**src/rtl/hbg_pkg.sv**
```systemverilog
package hbg_pkg;
  typedef enum logic [1:0] {
    LEG_OFF = 2'd0,
    LEG_HI  = 2'd1,
    LEG_LO  = 2'd2
  } leg_drive_t;

  localparam int unsigned NUM_LEGS = 2;
endpackage

```
**src/rtl/hbg_target_decode.sv**
```systemverilog
module hbg_target_decode
  import hbg_pkg::*;
(
  input  logic       glb_en,
  input  logic       wind_en,
  input  logic       phase,
  input  logic       conduct,
  input  logic       slow_decay,
  output leg_drive_t tgt_a,
  output leg_drive_t tgt_b
);
  always_comb begin
    tgt_a = LEG_OFF;
    tgt_b = LEG_OFF;
    if (glb_en && wind_en) begin
      if (conduct) begin
        tgt_a = phase ? LEG_HI : LEG_LO;
        tgt_b = phase ? LEG_LO : LEG_HI;
      end else if (slow_decay) begin
        // recirculate through the upper half of the bridge
        tgt_a = LEG_HI;
        tgt_b = LEG_HI;
      end else begin
        // only the low side beside the freewheeling diode conducts
        tgt_a = phase ? LEG_LO  : LEG_OFF;
        tgt_b = phase ? LEG_OFF : LEG_LO;
      end
    end
  end
endmodule

```
**src/rtl/hbg_leg_seq.sv**
```systemverilog
module hbg_leg_seq
  import hbg_pkg::*;
#(
  parameter int unsigned DEAD_CYC = 4
) (
  input  logic       clk,
  input  logic       rst_n,
  input  leg_drive_t tgt,
  output logic       gate_hi,
  output logic       gate_lo
);
  localparam int unsigned CW = $clog2(DEAD_CYC + 1);
  localparam logic [CW-1:0] CNT_LAST = CW'(DEAD_CYC - 1);
  localparam logic [CW-1:0] CNT_MAX  = CW'(DEAD_CYC);

  leg_drive_t    st_q, st_d;
  leg_drive_t    tgt_q;
  logic [CW-1:0] cnt_q, cnt_d;
  logic          tgt_moved;
  logic          dead_done;

  assign tgt_moved = (tgt != tgt_q);
  assign dead_done = (cnt_q >= CNT_LAST);

  always_comb begin
    st_d  = st_q;
    cnt_d = (cnt_q == CNT_MAX) ? cnt_q : cnt_q + 1'b1;
    if (st_q != LEG_OFF && tgt != st_q) begin
      st_d  = LEG_OFF;
      cnt_d = '0;
    end else if (tgt_moved) begin
      cnt_d = '0;
    end else if (st_q == LEG_OFF && tgt != LEG_OFF && dead_done) begin
      st_d  = tgt;
      cnt_d = '0;
    end
  end

  always_ff @(posedge clk or negedge rst_n) begin
    if (!rst_n) begin
      st_q  <= LEG_OFF;
      tgt_q <= LEG_OFF;
      cnt_q <= '0;
    end else begin
      st_q  <= st_d;
      tgt_q <= tgt;
      cnt_q <= cnt_d;
    end
  end

  assign gate_hi = (st_q == LEG_HI);
  assign gate_lo = (st_q == LEG_LO);
endmodule

```
**src/rtl/hbridge_gate_seq.sv**
```systemverilog
module hbridge_gate_seq
  import hbg_pkg::*;
#(
  parameter int unsigned DEAD_CYC = 4
) (
  input  logic clk,
  input  logic rst_n,
  input  logic glb_en,
  input  logic wind_en,
  input  logic phase,
  input  logic conduct,
  input  logic slow_decay,
  output logic gate_hs_a,
  output logic gate_ls_a,
  output logic gate_hs_b,
  output logic gate_ls_b
);
  leg_drive_t tgt [NUM_LEGS];
  logic       hi  [NUM_LEGS];
  logic       lo  [NUM_LEGS];

  hbg_target_decode u_dec (
    .glb_en     (glb_en),
    .wind_en    (wind_en),
    .phase      (phase),
    .conduct    (conduct),
    .slow_decay (slow_decay),
    .tgt_a      (tgt[0]),
    .tgt_b      (tgt[1])
  );

  for (genvar g = 0; g < NUM_LEGS; g++) begin : g_leg
    hbg_leg_seq #(.DEAD_CYC(DEAD_CYC)) u_leg (
      .clk     (clk),
      .rst_n   (rst_n),
      .tgt     (tgt[g]),
      .gate_hi (hi[g]),
      .gate_lo (lo[g])
    );
  end

  assign gate_hs_a = hi[0];
  assign gate_ls_a = lo[0];
  assign gate_hs_b = hi[1];
  assign gate_ls_b = lo[1];
endmodule

```
**config.mk**
```make
export PLATFORM = sky130hd
export DESIGN_NAME = hbridge_gate_seq
export DESIGN_NICKNAME = d
export VERILOG_FILES = /design/src/rtl/hbg_pkg.sv /design/src/rtl/hbg_target_decode.sv /design/src/rtl/hbg_leg_seq.sv /design/src/rtl/hbridge_gate_seq.sv
export SDC_FILE = /design/constraint.sdc
export NUM_CORES = 1
export LEC_CHECK = 0
export BUFFER_PORTS_ARGS = -buffer_cell sky130_fd_sc_hd__buf_4
export CORE_MARGIN = 2
export CORE_UTILIZATION = 58
export CTS_BUF_LIST = sky130_fd_sc_hd__clkbuf_8
export DETAILED_ROUTE_END_ITERATION = 6
export HOLD_SLACK_MARGIN = 0.06
export PLACE_DENSITY = 0.85
export SLEW_MARGIN = 20
export SYNTH_ARGS = -nofsm -noshare
export SYNTH_HDL_FRONTEND = slang
export SYNTH_HIERARCHICAL = 1
export SYNTH_SLANG_ARGS = --single-unit
```
**constraint.sdc**
```tcl
create_clock -name clk -period 2.45 [get_ports clk]
set_clock_uncertainty 0.15 [all_clocks]
set_input_delay 0.6125 -clock clk [delete_from_list [all_inputs] [get_ports clk]]
set_output_delay 0.6125 -clock clk [all_outputs]
set_load 0.05 [all_outputs]
```
After elaboration in Yosys (flattened, before gate mapping)
Index checks and enable logic that the tools add are counted.

storage, ports and cells
  flip-flop bits (word level) = 14
  bits of input ports = 7
  word-level logic and storage cells = 65

cells by class
  $add $sub $neg = 2
  $lt $le $gt $ge = 2
  eq/ne operators = 14
  muxes and demuxes = 24
  reductions and logical operators = 17

operators by type and width
  kind                                                  count
  two-way mux 2 bit                                     16
  two-way mux 3 bit                                     8
  nonzero test 2 bit                                    6
  != test 2 bit                                         4
  != test 4 x 3 -> 1 bit (second input constant)        2
  logical AND 1 bit                                     7
  adder 3 x 1 -> 3 bit (second input constant)          2
  equality test 3 bit (second input constant)           2
  >= comparator 3 x 2 -> 1 bit (second input constant)  2
  equality test 2 x 1 -> 1 bit (second input constant)  2
  equality test 2 bit (second input constant)           2
  zero test 2 bit                                       2
  != test 2 bit (second input constant)                 2
  AND reduction 2 bit                                   2

Depth between registers and ports, before layout
Gate-level depths: netlist (run 1).

  depth in word-level cells = 10
  depth in mapped cells = 6

By module
The synthesis (run 1) kept the hierarchy.

by module, submodules not included
  module             times used  cells an instance  area an instance (um^2)
  hbg_leg_seq        2           42                 401.6
  hbg_target_decode  1           10                 58.8

Worst setup path before layout (run 1)
OpenSTA, ideal clock, no wires.

  path kind = input-to-reg
  from = input phase
  to = register g_leg[1].u_leg.cnt_q[2]
  library setup time = 0.077 ns
  data arrival time = 2.191 ns
  data required time = 2.223 ns
  setup slack = 0.031 ns
  cell stages on the path = 6
  path buffers = 0
  path through = or3_1 a21oi_1 xor2_1 a311o_1 a211o_1 a21oi_1

RTL lines
  what                  line                    source
  start, declared       hbridge_gate_seq.sv:10  input logic phase,
  end signal, assigned  hbg_leg_seq.sv:47       cnt_q <= cnt_d;
  end, declared         hbg_leg_seq.sv:18       logic [CW-1:0] cnt_q, cnt_d;

==> qor.yml, run 1 <==
run_status: "complete, no violations"
final.hold.worst_slack_ps: 431
ys_async_sr_fraction_pct: 100
rsz0062_at_grt: "no"
syn_nets: 107
power.density_cell_area_nw_per_um2: 894
share_clk_of_total_power_pct: 24.0
gp_routability_congestion: 0.845
ys_types: 22
initial_core_util_pct: 63.9
drive_gt1_share_pct: 17.5
setup.worst_path.class: "input pin to register"
hold_violations: 0
worst_ep_required_time_ps: 2470
synthDominantCellAreaShare_pct: 40.6
timing.fmax_mhz: 456
end_kind: "register"
min_delay_worst_endpoint: "g_leg[0].u_leg/cnt_q[1]"
post_cts_resize_count: 0
post-route-drc-count: 0
gr-usage-met2_pct: 37.2
postSynth.topFlopCell: "dfrtp_1"
cts_sinks: 14
yosysWarnings: 6
globalRouteOverflowTotal: 0
intPower_mw: 0.599
postSynthAreaPerCell_um2: 9.17
critPathMaxFanout: 4
synth_enable_flop_cells: 0
nets: 128
netlist_top_cells_area: "dfrtp_1 41%, ha_1 8.7%, a21oi_1 5.2%, nand2_1 5.2%, nor2b_1 4.4%"
die_area_um2: 1810
sw_frac_of_total_pct: 36.8
leakagePower_nw: 0.527
flip_flop_and_latch_count_after_synthesis: 14
timing.final.setup_violations: 0
r2r_setup_slack_ps: 450
worst-slew-pin-transition_ps: 439
minimum_period_implied_by_the_final_worst_setup_slack_ps: 2190
num_io_pins: 11
hold_path_class: "register to register"
detailedPlacementHpwl_um: 1270
cts-buffers-inserted: 3
power.combinational.fraction_pct: 39.2
antenna_cells: 0
ir_worst_vdd_mv: 0.609
route.final.wire_length_um: 1810
synth_common_cells: "14 x dfrtp_1, 12 x nand2_1, 9 x a21oi_1"
io_buffer_count: 10
cts.root.buffer_cell: "clkbuf_8"
reg2regPathDepth: 6
met1_usage_pct: 30.2
grt_util_all_layers_pct: 23.5
fin_tns_setup_ps: 0
drv_slew: 0
first_pass_grt_wire_length_um: 3170
synth_cells: 94
placement.cell_area_um2: 993
max_capacitance_violation_count: 0
seq_power_share_pct: 36.8
final_area_um2: 1060
tritoncts: "built"
clock_latency_ps: 250
drt_iter0_drc: 6
postCtsSetupBuffers: 0
reg_to_reg_startpoint: "g_leg[1].u_leg/cnt_q[0]"
crit_path_max_incr_delay_ps: 360
die_width_um: 42.6
min_delay_path_depth: 2
worst_setup_path_start_kind: "input pin"
post_route_antenna_net_violation_count: 0
grt_max_degree: 15
flow.area_growth_from_synthesis_pct: 22.8
critical_path.reg2reg.endpoint: "g_leg[1].u_leg/cnt_q[2]"
yosysTopAreaCell: "dfrtp_1"
cts_buffer_depth: 2
critPathMostFrequentCell: "a21oi_1"
first_pass_iters: 4
use_met3_pct: 6.90
min_period_over_period_pct: 89.5
cp_cell_sequence: "buf_4, or3_1, a21oi_1, xor2_1, a311o_1, a211o_1, a21oi_1"
via_count: 766
syn-cell-area_um2: 862
timing.max_slew.rel_slack_pct: 70.7
core_um2: 1350
critical_path.slowest_cell: "or3_1"
grt_antenna_before_repair: 0
routed_via_density: 5.94
timing.critical_path.arrival_ps: 2220
hp-start: "g_leg[0].u_leg/cnt_q[2]"
die_height_um: 42.6
cts.reportedPaths.clkPinSlew_ps: 60
net-switching-power_mw: 0.348
post-synth-top-count-cell: "dfrtp_1"
max_h_tree_level: 1
busiest_layer: "met2"
core.rowCount: 13
cts.hold.buffers_added: 1
seq_area_frac_synth_pct: 40.6
wirelength_per_cell_um: 14.0
number_of_global_route_vias_before_repair: 733
-- how the worst max path moves through the flow --
stage / from / endpoint / cells past startpoint
global route: phase / g_leg[1].u_leg/cnt_q[1] / 7
detailed placement: phase / g_leg[1].u_leg/cnt_q[2] / 7
finish: phase / g_leg[1].u_leg/cnt_q[2] / 7
global placement: phase / g_leg[1].u_leg/cnt_q[1] / 7
floorplan: phase / g_leg[1].u_leg/cnt_q[2] / 6
CTS: phase / g_leg[1].u_leg/cnt_q[2] / 7
-- worst max-delay path: cells and delay by family --
| family | cells | cell delay (ps) |
|---|---|---|
| buffers and inverters | 1 | 120 |
| AND/OR/NAND/NOR | 1 | 360 |
| AO/OA/AOI/OAI | 4 | 1000 |
| XOR/XNOR | 1 | 130 |
-- per-stage QoR --
| stage | utilization [%] | instances | setup slack, ps | power [mW] |
|---|---|---|---|---|
| after floorplan | - | 94 | 31.2 | 0.620 |
| after global placement | 73.6 | 124 | 64.4 | 0.692 |
| after detailed placement | 73.6 | 124 | 46.3 | 0.716 |
| after CTS | 78.4 | 129 | 284 | 0.945 |
| after global routing | 78.4 | 129 | 206 | 1.01 |
| final | 78.4 | 129 | 258 | 0.947 |
-- layout by cell type, fill, tap and decap left out, drive strengths merged --
cell type     n
nor3          2
o31a          2
nor2b         6
xnor2         4
a21oi        10
or2           2
a21boi        2
or3b          1
a311o         2
ha            6
dfrtp        14
a211o         4
nor2          4
or3           1
xor2          4
dlygate4sd3   1
o21ai         2
clkbuf        4
buf          15
nand2b        4
nand3         2
nand2        12
o21a          2
inv           8
-- final cells by class --
cell class | instances | area [um^2]
Fill cell | 99 | 292
Timing Repair Buffer | 16 | 123
Tap cell | 15 | 18.8
Multi-Input combinational cell | 72 | 482
Inverter | 8 | 30.0
Clock buffer | 4 | 55.1
Sequential cell | 14 | 350
-- logic make-up after synthesis --
group,after synthesis,share of synthesized area [%]
AOI/OAI and AO/OA,24,19.3
DFF,14,40.6
and+or+nand+nor,34,19.7
xor gates and xnor gates,8,8.13
buffers and inverters,8,3.48
adders and majority gates,6,8.71
-- flip-flops by register name (all words and copies together), names as in the netlist --
| signal | cells |
|---|---|
| g_leg.u_leg/cnt_q | 6 |
| g_leg.u_leg/st_q | 4 |
| g_leg.u_leg/tgt_q | 4 |
-- power groups by stage --
stage / sequential (mW) / combinational (mW) / clock, mW
final: 0.348 / 0.371 / 0.227
after global routing: 0.360 / 0.418 / 0.236
after CTS: 0.347 / 0.369 / 0.230
after detailed placement: 0.351 / 0.365 / 0
after global placement: 0.345 / 0.347 / 0
after floorplan: 0.337 / 0.283 / 0
-- metal layers --
layer,routed length (um),up-vias
met3,122,6
met2,864,44
met4,39,0
li1,-,364
met5,0,-
met1,783,352
No activity file was read; power rests on OpenSTA's default activity.
==> inputs of run 2 (changes only) <==
Settings changed: ABC_AREA set to 1, CORE_ASPECT_RATIO set to 1.25, CORE_UTILIZATION 58 to 55, PLACE_DENSITY 0.85 to 0.81.
==> qor.yml, run 2 <==
run_status: "complete, no violations"
rsz0062_at_grt: "no"
postSynthAreaPerCell_um2: 7.19  # -22%
postCtsSetupBuffers: 0  # unchanged
synth_enable_flop_cells: 0  # unchanged
mostFrequentLayoutCells: "33 x nand2_1, 20 x inv_1, 14 x dfrtp_1, 11 x nor2_1, 10 x buf_4"
fin_tns_setup_ps: 0  # unchanged
flow.area_growth_from_synthesis_pct: 17.7
syn_nets: 141  # +32%
seq_area_frac_synth_pct: 38.0  # -2.6 points
min_period_over_period_pct: 73.8  # -16 points
hold_path_class: "register to register"
num_io_pins: 11  # unchanged
post_synth_xor_area_fraction_pct: 1.90  # -6.2 points
cts.hold.buffers_added: 1  # unchanged
critPathMaxFanout: 5  # +1
largest_reg_by_ff_count: "g_leg.u_leg/cnt_q"
yosysTopAreaCell: "dfrtp_1"
synth_common_cells: "33 x nand2_1, 20 x inv_1, 14 x dfrtp_1"
syn-cell-area_um2: 921  # +6.8%
grt_antenna_before_repair: 0  # unchanged
dp_slack_ps: 431  # +385 ps
post-route-drc-count: 0  # unchanged
clock_latency_ps: 240  # about the same
worst_ep_required_time_ps: 1690  # -780 ps
synthDominantCellAreaShare_pct: 38.0  # -2.6 points
first_pass_iters: 4  # unchanged
worst_setup_path_start_kind: "register"
reg_to_reg_startpoint: "g_leg[0].u_leg/cnt_q[0]"
ir_worst_vdd_mv: 0.600  # -1.4%
synth_compound_gate_area_share_pct: 8.42  # -11 points
io_buffer_count: 10  # unchanged
minimum_period_implied_by_the_final_worst_setup_slack_ps: 1810  # -384 ps
routed_via_density: 4.88  # -18%
netlist_top_cells_area: "dfrtp_1 38%, nand2_1 13%, ha_1 8.2%, inv_1 8.2%, nand2_2 4.8%"
timing.critical_path.from: "g_leg[1].u_leg/st_q[0]"
max_capacitance_violation_count: 0  # unchanged
gp_routability_congestion: 0.875  # +3.5%
setup.worst_path.class: "register to output pin"
power.density_cell_area_nw_per_um2: 1010  # +13%
die_width_um: 40.6  # -4.6%
worst_slack_ps: 641  # +384 ps
drive_gt1_share_pct: 22.4  # +4.8 points
core.rowCount: 16  # +3
hold_violations: 0  # unchanged
grt_util_all_layers_pct: 21.3  # -2.2 points
post-synth-top-count-cell: "nand2_1"
number_of_global_route_vias_before_repair: 792  # +8.0%
cts_buffer_depth: 2  # unchanged
detailedPlacementHpwl_um: 1300  # +2.2%
core_um2: 1560  # +16%
ys_types: 16  # -27%
globalRouteOverflowTotal: 0  # unchanged
flip_flop_and_latch_count_after_synthesis: 14  # unchanged
filler_cell_count: 131  # +32%
drt_iter0_drc: 15  # +9
tritoncts: "built"
post_route_antenna_net_violation_count: 0  # unchanged
max_h_tree_level: 1  # unchanged
end_kind: "output pin"
route.final.wire_length_um: 1700  # -5.9%
timing.critical_path.arrival_ps: 1050  # -1170 ps
yosysWarnings: 6  # unchanged
die_height_um: 49.8  # +17%
ys_async_sr_fraction_pct: 100  # unchanged
synth_cells: 128  # +36%
initial_core_util_pct: 59.0  # -4.9 points
post_cts_resize_count: 0  # unchanged
synthSimpleGateAreaFrac_pct: 33.3  # +14 points
via_count: 786  # +2.6%
cts_sinks: 14  # unchanged
yosys.area_share.adder_pct: 8.15  # -0.56 points
timing.max_slew.rel_slack_pct: 74.0  # +3.3 points
worst-slew-pin-transition_ps: 389  # -49.7 ps
leakagePower_nw: 0.569  # +8.0%
layout_top_registers: "g_leg.u_leg/cnt_q (6), g_leg.u_leg/st_q (4), g_leg.u_leg/tgt_q (4)"
hp-start: "g_leg[1].u_leg/st_q[1]"
synth_top_family_by_area: "simple AND/OR/NAND/NOR gates"
cts-buffers-inserted: 3  # unchanged
cts.root.buffer_cell: "clkbuf_8"
most_common_library_cell_in_the_layout_ignoring_fill_and_taps: "nand2_1"
wirelength_per_cell_um: 10.6  # -25%
timing.final.setup_violations: 0  # unchanged
antenna_cells: 0  # unchanged
share_of_synthesized_area_spent_on_multiplexers_pct: 0  # unchanged
largest_register_ffs: 6  # unchanged
die_area_um2: 2020  # +12%
cts.reportedPaths.clkPinSlew_ps: 60  # about the same
timing.fmax_mhz: 553  # +21%
drv_slew: 0  # unchanged
grt_max_degree: 15  # unchanged
first_pass_grt_wire_length_um: 3070  # -3.1%
postSynth.topFlopCell: "dfrtp_1"
nets: 157  # +23%
==> run 2: path summary, 6_finish.rpt <==
path | to | slack [ps] | cells past startpoint
min | g_leg[1].u_leg/st_q[1] | 470 | 2
min reg2reg | g_leg[1].u_leg/st_q[1] | 470 | 2
max | gate_hs_b | 640 | 3
min in group asynchronous | g_leg[0].u_leg/tgt_q[0] | 620 | 2
max reg2reg | g_leg[0].u_leg/cnt_q[1] | 940 | 7
max in group asynchronous | g_leg[1].u_leg/cnt_q[0] | 1350 | 2
==> run 2: worst max-delay path, cell delays in order, from the launching register on <==
cell     delay, ps
dfrtp_1        430
inv_1           90
nor2_1          90
buf_4          200
==> run 2: routing by layer <==
metal / global-route usage [%] / up-vias / part of all wire, % / wire [um]
li1: - / 422 / - / -
met1: 26.8 / 354 / 45 / 770
met2: 35.7 / 10 / 53 / 910
met3: 2.70 / 0 / 1.3 / 22
met4: 6.67 / 0 / 0 / 0
met5: 0 / - / 0 / 0
==> run 2: logic make-up after synthesis <==
kind of cell    count (synthesis)
buf+inv                        25
simple gates                   67
fa+ha+maj                       6
xor+xnor                        2
flops                          14
compound gates                 14
==> run 2: area by class of cell <==
class / instances / area [um^2] / area share [%]
Sequential cell: 14 / 350 / 32.3
Clock buffer: 4 / 55.1 / 5.08
Multi-Input combinational cell: 89 / 477 / 44.0
Timing Repair Buffer: 11 / 85.1 / 7.85
Tap cell: 18 / 22.5 / 2.08
Inverter: 25 / 93.8 / 8.66
==> run 2: where the power goes <==
group / total (mW) / switching (mW) / internal (mW)
clock network: 0.224 / 0.0819 / 0.142
registers: 0.361 / 0.0610 / 0.300
logic: 0.513 / 0.327 / 0.186
total: 1.10 / 0.470 / 0.628
==> run 2: metrics by stage <==
stage          util, %  hold slack (ps)  instance area (um^2)  power [mW]  instances
5_1_grt           69.4              510                  1080        1.21        161
3_5_place_dp      65.2              321                  1020       0.875        156
4_1_cts           69.4              468                  1080        1.11        161
6_report          69.4              472                  1080        1.10        161
3_3_place_gp      65.2              319                  1020       0.855        156
2_1_floorplan        -              167                   921       0.754        128
